[config.mk]
export PLATFORM = sky130hd
export DESIGN_NAME = lif_wta_layer
export DESIGN_NICKNAME = d
export VERILOG_FILES = /design/src/rtl/lif_pkg.sv /design/src/rtl/lif_neuron.sv /design/src/rtl/lif_arbiter.sv /design/src/rtl/lif_homeostasis.sv /design/src/rtl/lif_wta_layer.sv
export SDC_FILE = /design/constraint.sdc
export NUM_CORES = 1
export LEC_CHECK = 0
export BUFFER_PORTS_ARGS = -buffer_cell sky130_fd_sc_hd__buf_2
export CAP_MARGIN = 10
export CORE_ASPECT_RATIO = 0.8
export CORE_MARGIN = 4
export CORE_UTILIZATION = 50
export DETAILED_ROUTE_END_ITERATION = 8
export PLACE_DENSITY = 0.74
export SYNTH_ARGS = -nofsm -noshare
export SYNTH_HDL_FRONTEND = slang
export SYNTH_SLANG_ARGS = --single-unit
[constraint.sdc]
create_clock -name clk -period 8.5 [get_ports clk]
set_input_delay 0.425 -clock clk [delete_from_list [all_inputs] [get_ports clk]]
set_output_delay 0.425 -clock clk [all_outputs]
set_load 0.005 [all_outputs]
[src/rtl/lif_pkg.sv]
package lif_pkg;
  typedef enum logic [1:0] {
    HD_KEEP = 2'd0,
    HD_UP   = 2'd1,
    HD_DOWN = 2'd2
  } homeo_dir_e;
endpackage

[src/rtl/lif_neuron.sv]
module lif_neuron #(
  parameter int ACC_W = 12,
  parameter int CUR_W = 8,
  parameter int SH_W  = 3,
  parameter int TMR_W = 6
) (
  input  logic             clk,
  input  logic             rst_n,
  input  logic [CUR_W-1:0] cur_i,
  input  logic [ACC_W-1:0] thr_i,
  input  logic [SH_W-1:0]  shift_i,
  input  logic [TMR_W-1:0] refr_len_i,
  input  logic             gate_i,
  input  logic             win_i,
  output logic             cross_o
);
  localparam logic [ACC_W-1:0] ACC_MAX = '1;

  logic [ACC_W-1:0] acc_q, acc_d, sum_sat;
  logic [TMR_W-1:0] refr_q, refr_d;
  logic [ACC_W:0]   sum_w;
  logic             integ;

  always_comb begin
    integ   = gate_i && (refr_q == '0);
    sum_w   = {1'b0, acc_q - (acc_q >> shift_i)} + {{(ACC_W+1-CUR_W){1'b0}}, cur_i};
    sum_sat = sum_w[ACC_W] ? ACC_MAX : sum_w[ACC_W-1:0];
    cross_o = integ && (sum_sat >= thr_i);
  end

  always_comb begin
    acc_d  = acc_q;
    refr_d = refr_q;
    if (refr_q != '0) begin
      acc_d  = '0;
      refr_d = refr_q - 1'b1;
    end else if (win_i) begin
      acc_d  = '0;
      refr_d = refr_len_i;
    end else if (integ) begin
      acc_d  = sum_sat;
    end
  end

  always_ff @(posedge clk or negedge rst_n) begin
    if (!rst_n) begin
      acc_q  <= '0;
      refr_q <= '0;
    end else begin
      acc_q  <= acc_d;
      refr_q <= refr_d;
    end
  end
endmodule

[src/rtl/lif_arbiter.sv]
module lif_arbiter #(
  parameter int N_NEURONS = 4,
  parameter int IDX_W     = 2
) (
  input  logic [N_NEURONS-1:0] req_i,
  output logic                 any_o,
  output logic [N_NEURONS-1:0] onehot_o,
  output logic [IDX_W-1:0]     idx_o
);
  always_comb begin
    idx_o = '0;
    for (int i = N_NEURONS - 1; i >= 0; i--) begin
      if (req_i[i]) idx_o = IDX_W'(i);
    end
    any_o    = |req_i;
    onehot_o = any_o ? (N_NEURONS'(1) << idx_o) : '0;
  end
endmodule

[src/rtl/lif_homeostasis.sv]
module lif_homeostasis
  import lif_pkg::*;
#(
  parameter int N_NEURONS = 4,
  parameter int ACC_W     = 12,
  parameter int CNT_W     = 6,
  parameter int EP_W      = 10,
  parameter int OFF_LIM   = 4,
  parameter int THR_STEP  = 8
) (
  input  logic                       clk,
  input  logic                       rst_n,
  input  logic                       en_i,
  input  logic [EP_W-1:0]            epoch_i,
  input  logic [CNT_W-1:0]           target_i,
  input  logic [ACC_W-1:0]           thr_base_i,
  input  logic [N_NEURONS-1:0]       fire_i,
  output logic [N_NEURONS*ACC_W-1:0] thr_o
);
  localparam int OFF_W = $clog2(OFF_LIM + 1) + 1;
  localparam int RAW_W = ACC_W + 2;
  localparam logic signed [OFF_W-1:0] OFF_HI = OFF_W'(OFF_LIM);
  localparam logic signed [OFF_W-1:0] OFF_LO = -OFF_W'(OFF_LIM);
  localparam logic signed [RAW_W-1:0] STEP_S = RAW_W'(THR_STEP);
  localparam logic signed [RAW_W-1:0] RAW_MAX = RAW_W'({ACC_W{1'b1}});
  localparam logic [CNT_W-1:0] CNT_MAX = '1;

  logic [EP_W-1:0] ep_q, ep_d;
  logic            ep_end;

  always_comb begin
    ep_end = en_i && (ep_q >= epoch_i);
    if (!en_i || ep_end) ep_d = '0;
    else                 ep_d = ep_q + 1'b1;
  end

  always_ff @(posedge clk or negedge rst_n) begin
    if (!rst_n) ep_q <= '0;
    else        ep_q <= ep_d;
  end

  for (genvar g = 0; g < N_NEURONS; g++) begin : g_unit
    logic [CNT_W-1:0]        cnt_q, cnt_d, tot;
    logic signed [OFF_W-1:0] off_q, off_d;
    logic signed [RAW_W-1:0] raw;
    homeo_dir_e              dir;

    always_comb begin
      tot = (cnt_q == CNT_MAX) ? CNT_MAX : cnt_q + CNT_W'(fire_i[g]);
      if (tot > target_i)      dir = HD_UP;
      else if (tot < target_i) dir = HD_DOWN;
      else                     dir = HD_KEEP;
      cnt_d = tot;
      off_d = off_q;
      if (!en_i) begin
        cnt_d = '0;
      end else if (ep_end) begin
        cnt_d = '0;
        if (dir == HD_UP && off_q != OFF_HI)   off_d = off_q + 1'b1;
        if (dir == HD_DOWN && off_q != OFF_LO) off_d = off_q - 1'b1;
      end
    end

    always_ff @(posedge clk or negedge rst_n) begin
      if (!rst_n) begin
        cnt_q <= '0;
        off_q <= '0;
      end else begin
        cnt_q <= cnt_d;
        off_q <= off_d;
      end
    end

    always_comb begin
      raw = $signed({2'b00, thr_base_i}) + RAW_W'(off_q) * STEP_S;
      if (raw < RAW_W'(1))     thr_o[g*ACC_W +: ACC_W] = ACC_W'(1);
      else if (raw > RAW_MAX)  thr_o[g*ACC_W +: ACC_W] = '1;
      else                     thr_o[g*ACC_W +: ACC_W] = raw[ACC_W-1:0];
    end
  end
endmodule

[src/rtl/lif_wta_layer.sv]
module lif_wta_layer #(
  parameter int N_NEURONS = 4,
  parameter int ACC_W     = 12,
  parameter int CUR_W     = 8,
  parameter int SH_W      = 3,
  parameter int TMR_W     = 6,
  parameter int EP_W      = 10,
  parameter int CNT_W     = 6,
  parameter int OFF_LIM   = 4,
  parameter int THR_STEP  = 8,
  localparam int IDX_W    = (N_NEURONS > 1) ? $clog2(N_NEURONS) : 1
) (
  input  logic                       clk,
  input  logic                       rst_n,
  input  logic [N_NEURONS*CUR_W-1:0] cur_i,
  input  logic [ACC_W-1:0]           cfg_thr_i,
  input  logic [SH_W-1:0]            cfg_leak_i,
  input  logic [TMR_W-1:0]           cfg_refr_i,
  input  logic [TMR_W-1:0]           cfg_inhib_i,
  input  logic                       cfg_homeo_en_i,
  input  logic [EP_W-1:0]            cfg_epoch_i,
  input  logic [CNT_W-1:0]           cfg_target_i,
  input  logic                       learn_ack_i,
  output logic                       spike_valid_o,
  output logic [N_NEURONS-1:0]       spike_vec_o,
  output logic [IDX_W-1:0]           spike_idx_o,
  output logic                       learn_req_o,
  output logic [IDX_W-1:0]           learn_idx_o,
  output logic [N_NEURONS*ACC_W-1:0] thr_o
);
  logic [N_NEURONS-1:0]       cross_vec, win_vec, gate_vec;
  logic [IDX_W-1:0]           win_idx;
  logic                       any_win;
  logic [N_NEURONS*ACC_W-1:0] thr_w;

  logic [TMR_W-1:0]     inh_q, inh_d;
  logic [IDX_W-1:0]     src_q, src_d, sidx_q, sidx_d, lidx_q, lidx_d;
  logic                 req_q, req_d, sv_q, sv_d;
  logic [N_NEURONS-1:0] vec_q, vec_d;

  for (genvar g = 0; g < N_NEURONS; g++) begin : g_nrn
    assign gate_vec[g] = !req_q && ((inh_q == '0) || (src_q == IDX_W'(g)));

    lif_neuron #(
      .ACC_W(ACC_W), .CUR_W(CUR_W), .SH_W(SH_W), .TMR_W(TMR_W)
    ) u_nrn (
      .clk        (clk),
      .rst_n      (rst_n),
      .cur_i      (cur_i[g*CUR_W +: CUR_W]),
      .thr_i      (thr_w[g*ACC_W +: ACC_W]),
      .shift_i    (cfg_leak_i),
      .refr_len_i (cfg_refr_i),
      .gate_i     (gate_vec[g]),
      .win_i      (win_vec[g]),
      .cross_o    (cross_vec[g])
    );
  end

  lif_arbiter #(.N_NEURONS(N_NEURONS), .IDX_W(IDX_W)) u_arb (
    .req_i    (cross_vec),
    .any_o    (any_win),
    .onehot_o (win_vec),
    .idx_o    (win_idx)
  );

  lif_homeostasis #(
    .N_NEURONS(N_NEURONS), .ACC_W(ACC_W), .CNT_W(CNT_W), .EP_W(EP_W),
    .OFF_LIM(OFF_LIM), .THR_STEP(THR_STEP)
  ) u_homeo (
    .clk        (clk),
    .rst_n      (rst_n),
    .en_i       (cfg_homeo_en_i),
    .epoch_i    (cfg_epoch_i),
    .target_i   (cfg_target_i),
    .thr_base_i (cfg_thr_i),
    .fire_i     (win_vec),
    .thr_o      (thr_w)
  );

  always_comb begin
    inh_d  = (inh_q != '0) ? inh_q - 1'b1 : inh_q;
    src_d  = src_q;
    sidx_d = sidx_q;
    lidx_d = lidx_q;
    req_d  = (req_q && learn_ack_i) ? 1'b0 : req_q;
    sv_d   = any_win;
    vec_d  = win_vec;
    if (any_win) begin
      inh_d  = cfg_inhib_i;
      src_d  = win_idx;
      sidx_d = win_idx;
      lidx_d = win_idx;
      req_d  = 1'b1;
    end
  end

  always_ff @(posedge clk or negedge rst_n) begin
    if (!rst_n) begin
      inh_q  <= '0;
      src_q  <= '0;
      sidx_q <= '0;
      lidx_q <= '0;
      req_q  <= 1'b0;
      sv_q   <= 1'b0;
      vec_q  <= '0;
    end else begin
      inh_q  <= inh_d;
      src_q  <= src_d;
      sidx_q <= sidx_d;
      lidx_q <= lidx_d;
      req_q  <= req_d;
      sv_q   <= sv_d;
      vec_q  <= vec_d;
    end
  end

  assign spike_valid_o = sv_q;
  assign spike_vec_o   = vec_q;
  assign spike_idx_o   = sidx_q;
  assign learn_req_o   = req_q;
  assign learn_idx_o   = lidx_q;
  assign thr_o         = thr_w;
endmodule

### Yosys cells after proc, flatten, opt, wreduce, memory -nomap -nowiden

Cells that the tools add are included.

* add/sub/neg operators: 30
* multiply operators: 0
* divide/modulo/power cells: 0
* magnitude comparators: 21
* equality and inequality tests: 23
* shift operators: 5
* multiplexer cells: 70
* bitwise gates (word level): 0
* reduce and logical (&&, ||, !) cells: 59

Operator list (count)
* $mux W12: 24
* $mux W6: 22
* $add A13 B7 Y14: 4
* $gt A14 B13 Y1 const B: 4
* $lt A14 B2 Y1 const B: 4
* $add A12 B8 Y13: 4
* $ge A12 B12 Y1: 4
* $shr A12 B3 Y12: 4
* $sub A12 B12 Y12: 4
* $mux W4: 9
* $logic_not A6 Y1: 5
* $reduce_bool A6 Y1: 5
* $sub A6 B1 Y6 const B: 5
* $add A6 B1 Y6: 4
* $eq A6 B6 Y1 const B: 4
* $gt A6 B6 Y1: 4
* $lt A6 B6 Y1: 4
* $mux W2: 12
* $logic_and A1 B1 Y1: 22
* $reduce_bool A2 Y1: 10
* $add A4 B1 Y4 const B: 4
* $ne A4 B3 Y1 const B: 4
* $ne A4 B4 Y1 const B: 4
* $sub A4 B1 Y4 const B: 4
* other kinds (13): 34

* register bits: 136
* latch bits: 0
* memory bits (writable): 0
* ROM bits: 0
* input bits: 79
* output and inout port bits: 58
* word-level logic and storage cells: 230
* memories kept: 0

### Logic depth before layout (Yosys ltp)

Gate-level depths: netlist (run 1).

* depth after elaboration: 21
* mapped depth: 47
* gate-level depth less buffers: 45

### Modules after synthesis

Synthesis (run 1) repeated with hierarchy kept, for this count alone.

* cells, all modules: 1982
* area, all modules: 16806.1 sq um

By module, submodules not included
* lif_neuron at g_nrn[0].u_nrn ...: instances 3, cells each 299, area an instance 2544.9 sq um, sequential area each 450.4 sq um
* lif_homeostasis: instances 1, cells each 705, area an instance 5904.4 sq um, sequential area each 1251.2 sq um
* lif_neuron at g_nrn[3].u_nrn: instances 1, cells each 306, area an instance 2531.2 sq um, sequential area each 450.4 sq um
* lif_wta_layer: instances 1, cells each 63, area an instance 685.7 sq um, sequential area each 350.3 sq um
* lif_arbiter: instances 1, cells each 11, area an instance 50.0 sq um, sequential area each 0.0 sq um

### Worst setup path after synthesis (run 1)

No wires, ideal clock.

* kind: input-to-reg
* start point: input cfg_leak_i[1]
* end point: register u_homeo.g_unit[3].off_q[3]
* library setup time: 0.080 ns
* arrival time: 9.276 ns
* required time: 8.420 ns
* slack: -0.856 ns
* stages on the path: 41
* buffers on the path: 3
* cell sequence: clkbuf_1 -> clkbuf_1 -> buf_1 -> mux2i_1 -> a211oi_1 -> a21oi_1 -> ha_1 -> nor2b_1 -> o31a_1 -> or4_1 -> a21oi_1 -> xnor2_1 -> ha_1 -> a21oi_1 -> a2111oi_2 -> nand4_1 -> nor2b_1 -> ha_1 -> [... 5 more ...] -> nor4_4 -> ha_1 -> and2_1 -> nand2_1 -> xor2_1 -> nand2_1 -> ha_1 -> a21o_1 -> a21o_1 -> a211oi_1 -> o21a_1 -> ha_1 -> a21o_1 -> a21oi_1 -> xnor2_1 -> nand2_1 -> nor2_1 -> xnor2_1

* word-level cells in the longest chain between the ends: 21
* elaborated cells between the ends (all ways): 44
* those cells by class: add/sub (9); order compare (6); eq/ne (2); shift (5); mux (13); reduce/logical (9)

RTL lines
* start, declared: RTL line lif_wta_layer.sv:17 `input logic [SH_W-1:0] cfg_leak_i,`
* $shr A12 B3 Y12: RTL line lif_neuron.sv:26 `sum_w = {1'b0, acc_q - (acc_q >> shift_i)} + {{(ACC_W+1-CUR_W){1'b0}}, cur_i};`
* $sub A12 B12 Y12: RTL line lif_neuron.sv:26
* $add A12 B8 Y13: RTL line lif_neuron.sv:26
* $mux W12: RTL line lif_neuron.sv:27 `sum_sat = sum_w[ACC_W] ? ACC_MAX : sum_w[ACC_W-1:0];`
* $ge A12 B12 Y1: RTL line lif_neuron.sv:28 `cross_o = integ && (sum_sat >= thr_i);`
* $logic_and A1 B1 Y1: RTL line lif_neuron.sv:28
* $mux W2 (4 in series): RTL line lif_arbiter.sv:13 `if (req_i[i]) idx_o = IDX_W'(i);`
* $shl A1 B2 Y4: RTL line lif_arbiter.sv:16 `onehot_o = any_o ? (N_NEURONS'(1) << idx_o) : '0;`
* [... 1 more ...]
* named net g_nrn[3].u_nrn.win_i: RTL line lif_neuron.sv:14 `input logic win_i,`
* [... 1 more ...]
* $mux W6 *: RTL line lif_homeostasis.sv:49 `tot = (cnt_q == CNT_MAX) ? CNT_MAX : cnt_q + CNT_W'(fire_i[g]);`
* $lt A6 B6 Y1: RTL line lif_homeostasis.sv:51 `else if (tot < target_i) dir = HD_DOWN;`
* $mux W2: RTL line lif_homeostasis.sv:51
* $mux W2 *: RTL line lif_homeostasis.sv:50 `if (tot > target_i) dir = HD_UP;`
* $eq A2 B2 Y1 or $eq A2 B1 Y1 (tied branches): RTL line lif_homeostasis.sv:60, lif_homeostasis.sv:59
* $logic_and A1 B1 Y1 (on tied branches): RTL line lif_homeostasis.sv:60, lif_homeostasis.sv:59
* $reduce_bool A2 Y1 (no source line)
* $reduce_and A3 Y1 (no source line)
* end signal, assigned: RTL line lif_homeostasis.sv:67 `off_q <= '0;`
* end signal, assigned: RTL line lif_homeostasis.sv:70 `off_q <= off_d;`
* end, declared: RTL line lif_homeostasis.sv:44 `logic signed [OFF_W-1:0] off_q, off_d;`

Mark *: on every way through the listed nets, which the timed path passes. The rest lies on a longest branch.
A chain may end at the register's enable or synchronous reset.

### Worst setup path after layout (run 1)

* start point: register g_nrn[2].u_nrn.acc_q[9]
* end point: register u_homeo.g_unit[3].off_q[3]

* word-level cells in the longest chain between the ends: 20
* elaborated cells between the ends (all ways): 25
* those cells by class: add/sub (3); order compare (3); eq/ne (2); shift (2); mux (9); reduce/logical (6)

RTL lines
* start, declared: RTL line lif_neuron.sv:19 `logic [ACC_W-1:0] acc_q, acc_d, sum_sat;`
* start signal, assigned: RTL line lif_neuron.sv:47 `acc_q <= '0;`
* start signal, assigned: RTL line lif_neuron.sv:50 `acc_q <= acc_d;`
* $shr A12 B3 Y12: RTL line lif_neuron.sv:26
* $sub A12 B12 Y12 *: RTL line lif_neuron.sv:26
* $add A12 B8 Y13 *: RTL line lif_neuron.sv:26
* $mux W12 *: RTL line lif_neuron.sv:27
* $ge A12 B12 Y1 *: RTL line lif_neuron.sv:28
* $logic_and A1 B1 Y1 *: RTL line lif_neuron.sv:28
* $mux W2 (3 in series): RTL line lif_arbiter.sv:13
* $shl A1 B2 Y4: RTL line lif_arbiter.sv:16
* [... 1 more ...]
* named net g_nrn[3].u_nrn.win_i: RTL line lif_neuron.sv:14
* [... 1 more ...]
* $mux W6 *: RTL line lif_homeostasis.sv:49
* $lt A6 B6 Y1: RTL line lif_homeostasis.sv:51
* $mux W2: RTL line lif_homeostasis.sv:51
* $mux W2 *: RTL line lif_homeostasis.sv:50
* $eq A2 B2 Y1 or $eq A2 B1 Y1 (tied branches): RTL line lif_homeostasis.sv:60, lif_homeostasis.sv:59
* $logic_and A1 B1 Y1 (on tied branches): RTL line lif_homeostasis.sv:60, lif_homeostasis.sv:59
* $reduce_bool A2 Y1 (no source line)
* $reduce_and A3 Y1 (no source line)

Marks and branches as above.

==> results.toml, run 1 <==
[global_routing]
antenna_found_initial = 3
grt_pass1_vias = 14700
grt_pass1_wl_mm = 74.3
grt_usage_pct = 25.8
grt_max_degree = 80
overflow = 0

[outcome]
status = "complete, no violations"

[detailed_routing]
drc = 0
vias = 15300
wl_per_cell_um = 18.1
wl_mm = 46.4
dr.pass1.iters = 5
viasPerCell = 5.98
drt_iter0_drc = 1171
ant_nets = 0

[logic_synthesis]
ys_seq_area_share_pct = 21.3
yosysTopAreaCell = "dfrtp_1"
netlist_instances = 1926
yosys.cell_types.count = 81
netlist_area_um2 = 16000
synthesis.nets = 2243
synth_top_area_share_pct = 21.3
yosys_warnings = 0
synthTopCellsByArea = "dfrtp_1 21%, ha_1 17%, a21oi_1 5.4%"
synth_area_per_cell_um2 = 8.29
ys.flop_type = "dfrtp_1"
synth_edf_count = 0
synth-seq-cells = 136
async_flop_share_pct = 100

[final_layout]
fill_cells = 2791
syn_to_final_growth_pct = 16.4
fin_area_um2 = 18600
final_cell_count_no_fill = 2559
layout-drive-gt1-share_pct = 18.6
fin_nets = 2440

[floorplan]
die_area_um2 = 34900
rows = 58
coreArea_um2 = 31500
die_h_um = 168
start_util_pct = 50.7
ios = 137
die_width_um = 208

[cts]
h-tree-depth = 4
cts_buffers = 17
clkSlewWorstSetupHoldPaths_ns = 0.07
clockBufferDepth = 2
cts_hold_buf = 0
cts-root-buf = "clkbuf_16"
tritoncts = "done"
cts.sinks = 136
insertion_delay_ns = 0.44

[power_and_ir_drop]
irDropWorstVdd_mv = 0.234
switching_power_w = 0.00189
leakage_nw = 9.02
p_sw_share_pct = 45.2
pwr-share-comb_pct = 62.2
p_clk_share_pct = 18.1
p_int_w = 0.00230
pwr-share-seq_pct = 19.6
power_w = 0.00419
p_per_area_nw_per_um2 = 225

[job]
maxCapViolations = 0

[placement]
post-place-ws_ns = -0.258
placed_cells = 2509
placed_cell_area_um2 = 17600
portBuffers = 136
gp_congestion = 0.937
dp_hpwl_mm = 37.0

[worst_setup_path]
r2r_setup_slack_ns = 0.37
max_stage_delay_ns = 0.43
cp_max_fo = 5
r2r_cells = 41
crit_type = "reg2reg"
worstSetupEndpointType = "register"
crit_arrival_ns = 8.50
r2r_end = "u_homeo.g_unit[3].off_q[3]"
cp_slowest_cell = "dfrtp_1"
worst_ep_required_time_ns = 8.87
r2r_start = "g_nrn[2].u_nrn.acc_q[9]"
critPathLaunchType = "register"

[timing]
tightest_slew_ns = 1.07
min_period_ns = 8.13
fmax_mhz = 123
finalMaxSlewViolations = 0
max_slew_margin_pct = 28.2
clock_skew_ns = 0.00973
finalHoldViolCount = 0
min_period_over_period_pct = 95.7
finalSetupViolations = 0
setup_ws_ns = 0.366

[min_path]
hp-class = "in2async"
==> state kept, by name (all words and copies together) (netlist names) <==
name / flops
u_homeo.ep_q: 10
inh_q: 6
learn_req_o: 1
g_nrn.u_nrn.refr_q: 24
learn_idx_o: 2
spike_valid_o: 1
spike_vec_o: 4
g_nrn.u_nrn.acc_q: 48
u_homeo.g_unit.cnt_q: 24
u_homeo.g_unit.off_q: 16
==> repair_timing <==
action	in CTS	in global routing
endpoints found under the setup margin	0	16
buffers inserted	0	14
hold endpoints to repair	0	0
resized for setup	0	65
==> final cells by class <==
cell class,instances,area (um^2),share of cell area [%]
inverter,110,417,2.24
antenna,3,7.51,0.0404
tap,420,526,2.83
clock inverter,15,164,0.882
sequential,136,3410,18.4
multi-input combinational,1626,12200,65.6
timing repair buffer,232,1440,7.76
clock buffer,17,425,2.29
==> routing by layer <==
layer / global-route usage, % / wire length [um] / vias to the layer above
met5: 0 / 0 / -
met4: 8.71 / 1630 / 0
met3: 5.10 / 3330 / 97
li1: - / - / 7418
met2: 40.0 / 20300 / 545
met1: 36.2 / 21100 / 7249
==> stage by stage <==
| step | hold slack, ns | TNS, ns | utilization, % |
|---|---|---|---|
| CTS | 0.0478 | 0 | 57.9 |
| global route | 0.0741 | -0.152 | 59.0 |
| global placement | 0.487 | -0.269 | 56.0 |
| floorplan | 0.129 | -0.0259 | - |
| finish | 0.00775 | 0 | 59.0 |
| detailed placement | 0.498 | -1.41 | 56.0 |
==> power by group through the flow <==
stage | clock network (W) | registers [W] | logic (W)
2_1_floorplan | 0 | 0.000797 | 0.00172
5_1_grt | 0.000796 | 0.000832 | 0.00289
6_report | 0.000760 | 0.000821 | 0.00261
4_1_cts | 0.000766 | 0.000817 | 0.00246
3_5_place_dp | 0 | 0.000826 | 0.00244
3_3_place_gp | 0 | 0.000825 | 0.00236
==> cell families (layout without fill, tap and decap cells) <==
kind of cell	Yosys count	in the layout	share of synthesized area, %
AND/OR/NAND/NOR	601	602	19.0
AO/OA/AOI/OAI	585	585	24.0
adder cells (fa/ha/maj)	238	238	19.4
buffers and inverters	165	374	4.00
flip-flops	136	136	21.3
XOR/XNOR	121	121	6.64
multiplexers	80	80	5.67
other	0	3	0
==> Yosys cell counts (all sizes together) (7+ instances only) <==
| cell | number |
|---|---|
| ha | 222 |
| nor2 | 179 |
| a21oi | 175 |
| dfrtp | 136 |
| nand2 | 133 |
| inv | 110 |
| o21ai | 103 |
| a21o | 91 |
| xnor2 | 88 |
| nor3 | 59 |
| mux2i | 50 |
| nand2b | 48 |
| a211oi | 44 |
| clkbuf | 43 |
| nor2b | 39 |
| nand3 | 37 |
| xor2 | 33 |
| o21a | 27 |
| mux2 | 24 |
| or2 | 18 |
| fa | 16 |
| or3 | 16 |
| a22o | 13 |
| a31oi | 13 |
| and3 | 13 |
| buf | 12 |
| o211ai | 12 |
| o22ai | 12 |
| o31a | 12 |
| and2 | 11 |
| nor3b | 10 |
| a211o | 9 |
| o21bai | 9 |
| o2111ai | 8 |
| nand4 | 7 |
==> worst max path at each step <==
stage	slack, ns	to	startpoint
after floorplan	-0.03	u_homeo.g_unit[3].off_q[3]	cfg_leak_i[1]
after global placement	-0.10	u_homeo.g_unit[3].off_q[3]	cfg_leak_i[1]
after detailed placement	-0.26	u_homeo.g_unit[1].off_q[3]	cfg_leak_i[1]
after CTS	0.09	u_homeo.g_unit[2].off_q[3]	g_nrn[0].u_nrn.acc_q[4]
after global routing	-0.08	u_homeo.g_unit[2].off_q[3]	cfg_leak_i[1]
final	0.37	u_homeo.g_unit[3].off_q[3]	g_nrn[2].u_nrn.acc_q[9]
==> cell usage in the layout (no fill, tap or decap), types with 10 or more instances in the layout <==
cell       synthesis  final
nor2b_1           39     36
nor3_2             9     10
nand3_1           37     37
a211oi_1          44     36
or3_1             15     15
nand2b_1          48     48
dfrtp_1          136    127
a21oi_1          172    159
mux2_2            22     22
and3_1            13     13
mux2i_1           50     50
a22o_1            13     13
xnor2_1           88     88
o21a_1            27     26
a21oi_2            2     14
inv_1            110    109
xor2_1            33     33
a21o_1            91     91
buf_2              6    134
o211ai_1          12     12
nor2_1           178    177
a31oi_1           13     13
ha_1             222    216
o21ai_0           91     82
buf_4              3     92
or2_2             18     17
nand2_1          133    133
clkbuf_16          0     17
o21ai_1           12     19
o31a_1            12     12
fa_1              16     13
o22ai_1           12     11
nor3_1            49     46
==> worst max-delay path: cells and delay by family (launching register included) <==
family	cells	cell delay, ns
flip-flops	1	0.43
adder cells (fa/ha/maj)	7	1.83
AO/OA/AOI/OAI	16	3.14
AND/OR/NAND/NOR	10	1.23
buffers and inverters	3	0.53
XOR/XNOR	4	0.62
multiplexers	1	0.29
Note: power is estimated with default switching activity, not from simulation.
==> run 2, diff against run 1 <==
- ABC_AREA: default -> 1
==> results.toml, run 2 <==
[timing]
fmax_mhz = 127
tightest_slew_ns = 1.15
min_period_ns = 7.90
min_period_over_period_pct = 92.9
finalSetupViolations = 0
clock_skew_ns = 0.0105
finalHoldViolCount = 1
finalMaxSlewViolations = 0
whs_ns = -0.000182
max_slew_margin_pct = 23.6
tns_ns = 0

[worst_setup_path]
max_stage_delay_ns = 0.44
crit_type = "in2reg"
crit_arrival_ns = 8.21
cp_common_cell = "nand2_1"
worst_ep_required_time_ns = 8.81
cp_slowest_cell = "fa_1"
path_buf_inv = 9
critPathLaunchType = "input pin"
r2r_cells = 50
worstSetupEndpointType = "register"
critPathTopFamily = "compound AO/OA/AOI/OAI gates"
r2r_setup_slack_ns = 0.65
r2r_end = "u_homeo.g_unit[0].off_q[3]"
startpoint = "cfg_leak_i[0]"
r2r_start = "g_nrn[0].u_nrn.acc_q[8]"
path_depth = 51
cp_max_fo = 28

[logic_synthesis]
synthTopCellsByArea = "dfrtp_1 20%, nand2_1 18%, ha_1 16%"
yosysTopAreaCell = "dfrtp_1"
yosys.cell_types.count = 55
synth_edf_count = 0
netlist_area_um2 = 17300
synth_area_per_cell_um2 = 6.29
yosys_warnings = 0
async_flop_share_pct = 100
synthesis.nets = 3062
synth_common_cells = "826 x nand2_1, 398 x inv_1, 270 x nor2_1"
synth_top_area_share_pct = 19.7
ys.flop_type = "dfrtp_1"
netlist_instances = 2745
synth-seq-cells = 136
synth_most_common_cell = "nand2_1"
ys_seq_area_share_pct = 19.7

[detailed_routing]
ant_nets = 0
drt_iter0_drc = 1567
viasPerCell = 5.44
dr.pass1.iters = 6
wl_mm = 51.4
wl_per_cell_um = 15.3
vias = 18200
drc = 0

[global_routing]
grt_usage_pct = 26.8
overflow = 0
antenna_found_initial = 0
grt_pass1_vias = 17000
grt_max_degree = 70
grt_pass1_wl_mm = 83.8

[final_layout]
fin_area_um2 = 19300
fill_cells = 3253
n_antenna_cell = 0
final_common_cell = "nand2_1"
regMostFlops = "g_nrn.u_nrn.acc_q"
reg_top3 = "g_nrn.u_nrn.acc_q (48), g_nrn.u_nrn.refr_q (24), u_homeo.g_unit.cnt_q (24)"
fin_nets = 3192
layout-drive-gt1-share_pct = 9.53
syn_to_final_growth_pct = 11.7
largest_reg_flops = 48
utilization_pct = 57.0
layout_common_cells = "825 x nand2_1, 397 x inv_1, 267 x nor2_1, 221 x ha_1, 200 x nand3_1"

[power_and_ir_drop]
irDropWorstVdd_mv = 0.234
leakage_nw = 11.1
p_per_area_nw_per_um2 = 244

[job]
maxCapViolations = 0

[placement]
portBuffers = 136
gp_congestion = 0.999
placed_cell_area_um2 = 18500
dp_hpwl_mm = 41.7

[floorplan]
start_util_pct = 51.0
ios = 137
coreArea_um2 = 33900
die_width_um = 216
rows = 60
die_area_um2 = 37600
die_h_um = 174

[outcome]
status = "finished, violations left"
violations = "hold timing"

[cts]
clkSlewWorstSetupHoldPaths_ns = 0.06
clockBufferDepth = 2
cts-root-buf = "clkbuf_16"
h-tree-depth = 4
tritoncts = "done"
cts_buffers = 17
cts.sinks = 136
cts_hold_buf = 0
insertion_delay_ns = 0.44

[min_path]
hp-class = "in2async"
-- run 2: cell types whose count changed after synthesis, sizes merged, moves of 85 or more --
cell and change:
nand2 +710, a21o -85, nor2 +98, o21ai +96, nand3 +174, inv +298
-- run 2: worst register-to-register path, delay by kind of cell, from the launching register on --
| kind | cells | cell delay, ns |
|---|---|---|
| buffers and inverters | 6 | 0.54 |
| flip-flops | 1 | 0.44 |
| XOR/XNOR | 2 | 0.49 |
| AND/OR/NAND/NOR | 24 | 2.53 |
| adder cells (fa/ha/maj) | 7 | 1.89 |
| AO/OA/AOI/OAI | 11 | 1.86 |
-- run 2: how the worst max path moves through the flow --
stage / end / slack, ns
after global routing: u_homeo.g_unit[1].off_q[3] / -0.07
final: u_homeo.g_unit[1].off_q[3] / 0.60
after global placement: u_homeo.g_unit[1].off_q[3] / -0.005
after detailed placement: u_homeo.g_unit[1].off_q[3] / -0.31
after CTS: u_homeo.g_unit[1].off_q[3] / 0.11
after floorplan: u_homeo.g_unit[2].off_q[3] / 1.11
-- run 2: logic make-up after synthesis --
family | after synthesis | share of synthesized area (%)
simple gates | 1428 | 34.8
flops | 136 | 19.7
xor+xnor | 90 | 4.80
buf+inv | 462 | 10.2
mux | 9 | 0.529
fa+ha+maj | 238 | 17.9
compound gates | 382 | 12.0
-- run 2: metrics by stage --
step	power, W	instances	setup slack [ns]	hold WS, ns
floorplan	0.00303	2745	1.11	0.129
global placement	0.00376	3313	-0.00497	0.468
detailed placement	0.00386	3313	-0.307	0.479
CTS	0.00463	3344	0.111	0.0199
global route	0.00518	3352	-0.0702	0.0473
finish	0.00470	3352	0.602	-0.000182
-- run 2: power by group --
group          leakage (nW)  internal, W  switching (W)
clock network         0.283     0.000440       0.000311
registers              1.81     0.000745       0.000105
logic                  9.00      0.00114        0.00196
-- run 2: layout make-up --
| type | instances | area [um^2] | area share (%) |
|---|---|---|---|
| Sequential cell | 136 | 3400 | 17.6 |
| Timing Repair Buffer | 163 | 925 | 4.79 |
| Clock inverter | 13 | 146 | 0.759 |
| Inverter | 410 | 1540 | 7.98 |
| Multi-Input combinational cell | 2147 | 12300 | 63.5 |
| Tap cell | 465 | 582 | 3.02 |
| Clock buffer | 18 | 439 | 2.28 |
-- run 2: timing repair --
item                                    CTS  global route
resized for setup                         0            48
endpoints found under the setup margin    0            16
setup buffers                             0             8
-- run 2: routing by layer --
| layer | global-route usage (%) | up-vias | share of wire [%] |
|---|---|---|---|
| met1 | 38.1 | 8365 | 47 |
| li1 | - | 9138 | - |
| met3 | 5.21 | 93 | 7.7 |
| met5 | 0 | - | 0 |
| met2 | 41.2 | 652 | 43 |
| met4 | 8.75 | 0 | 2.9 |
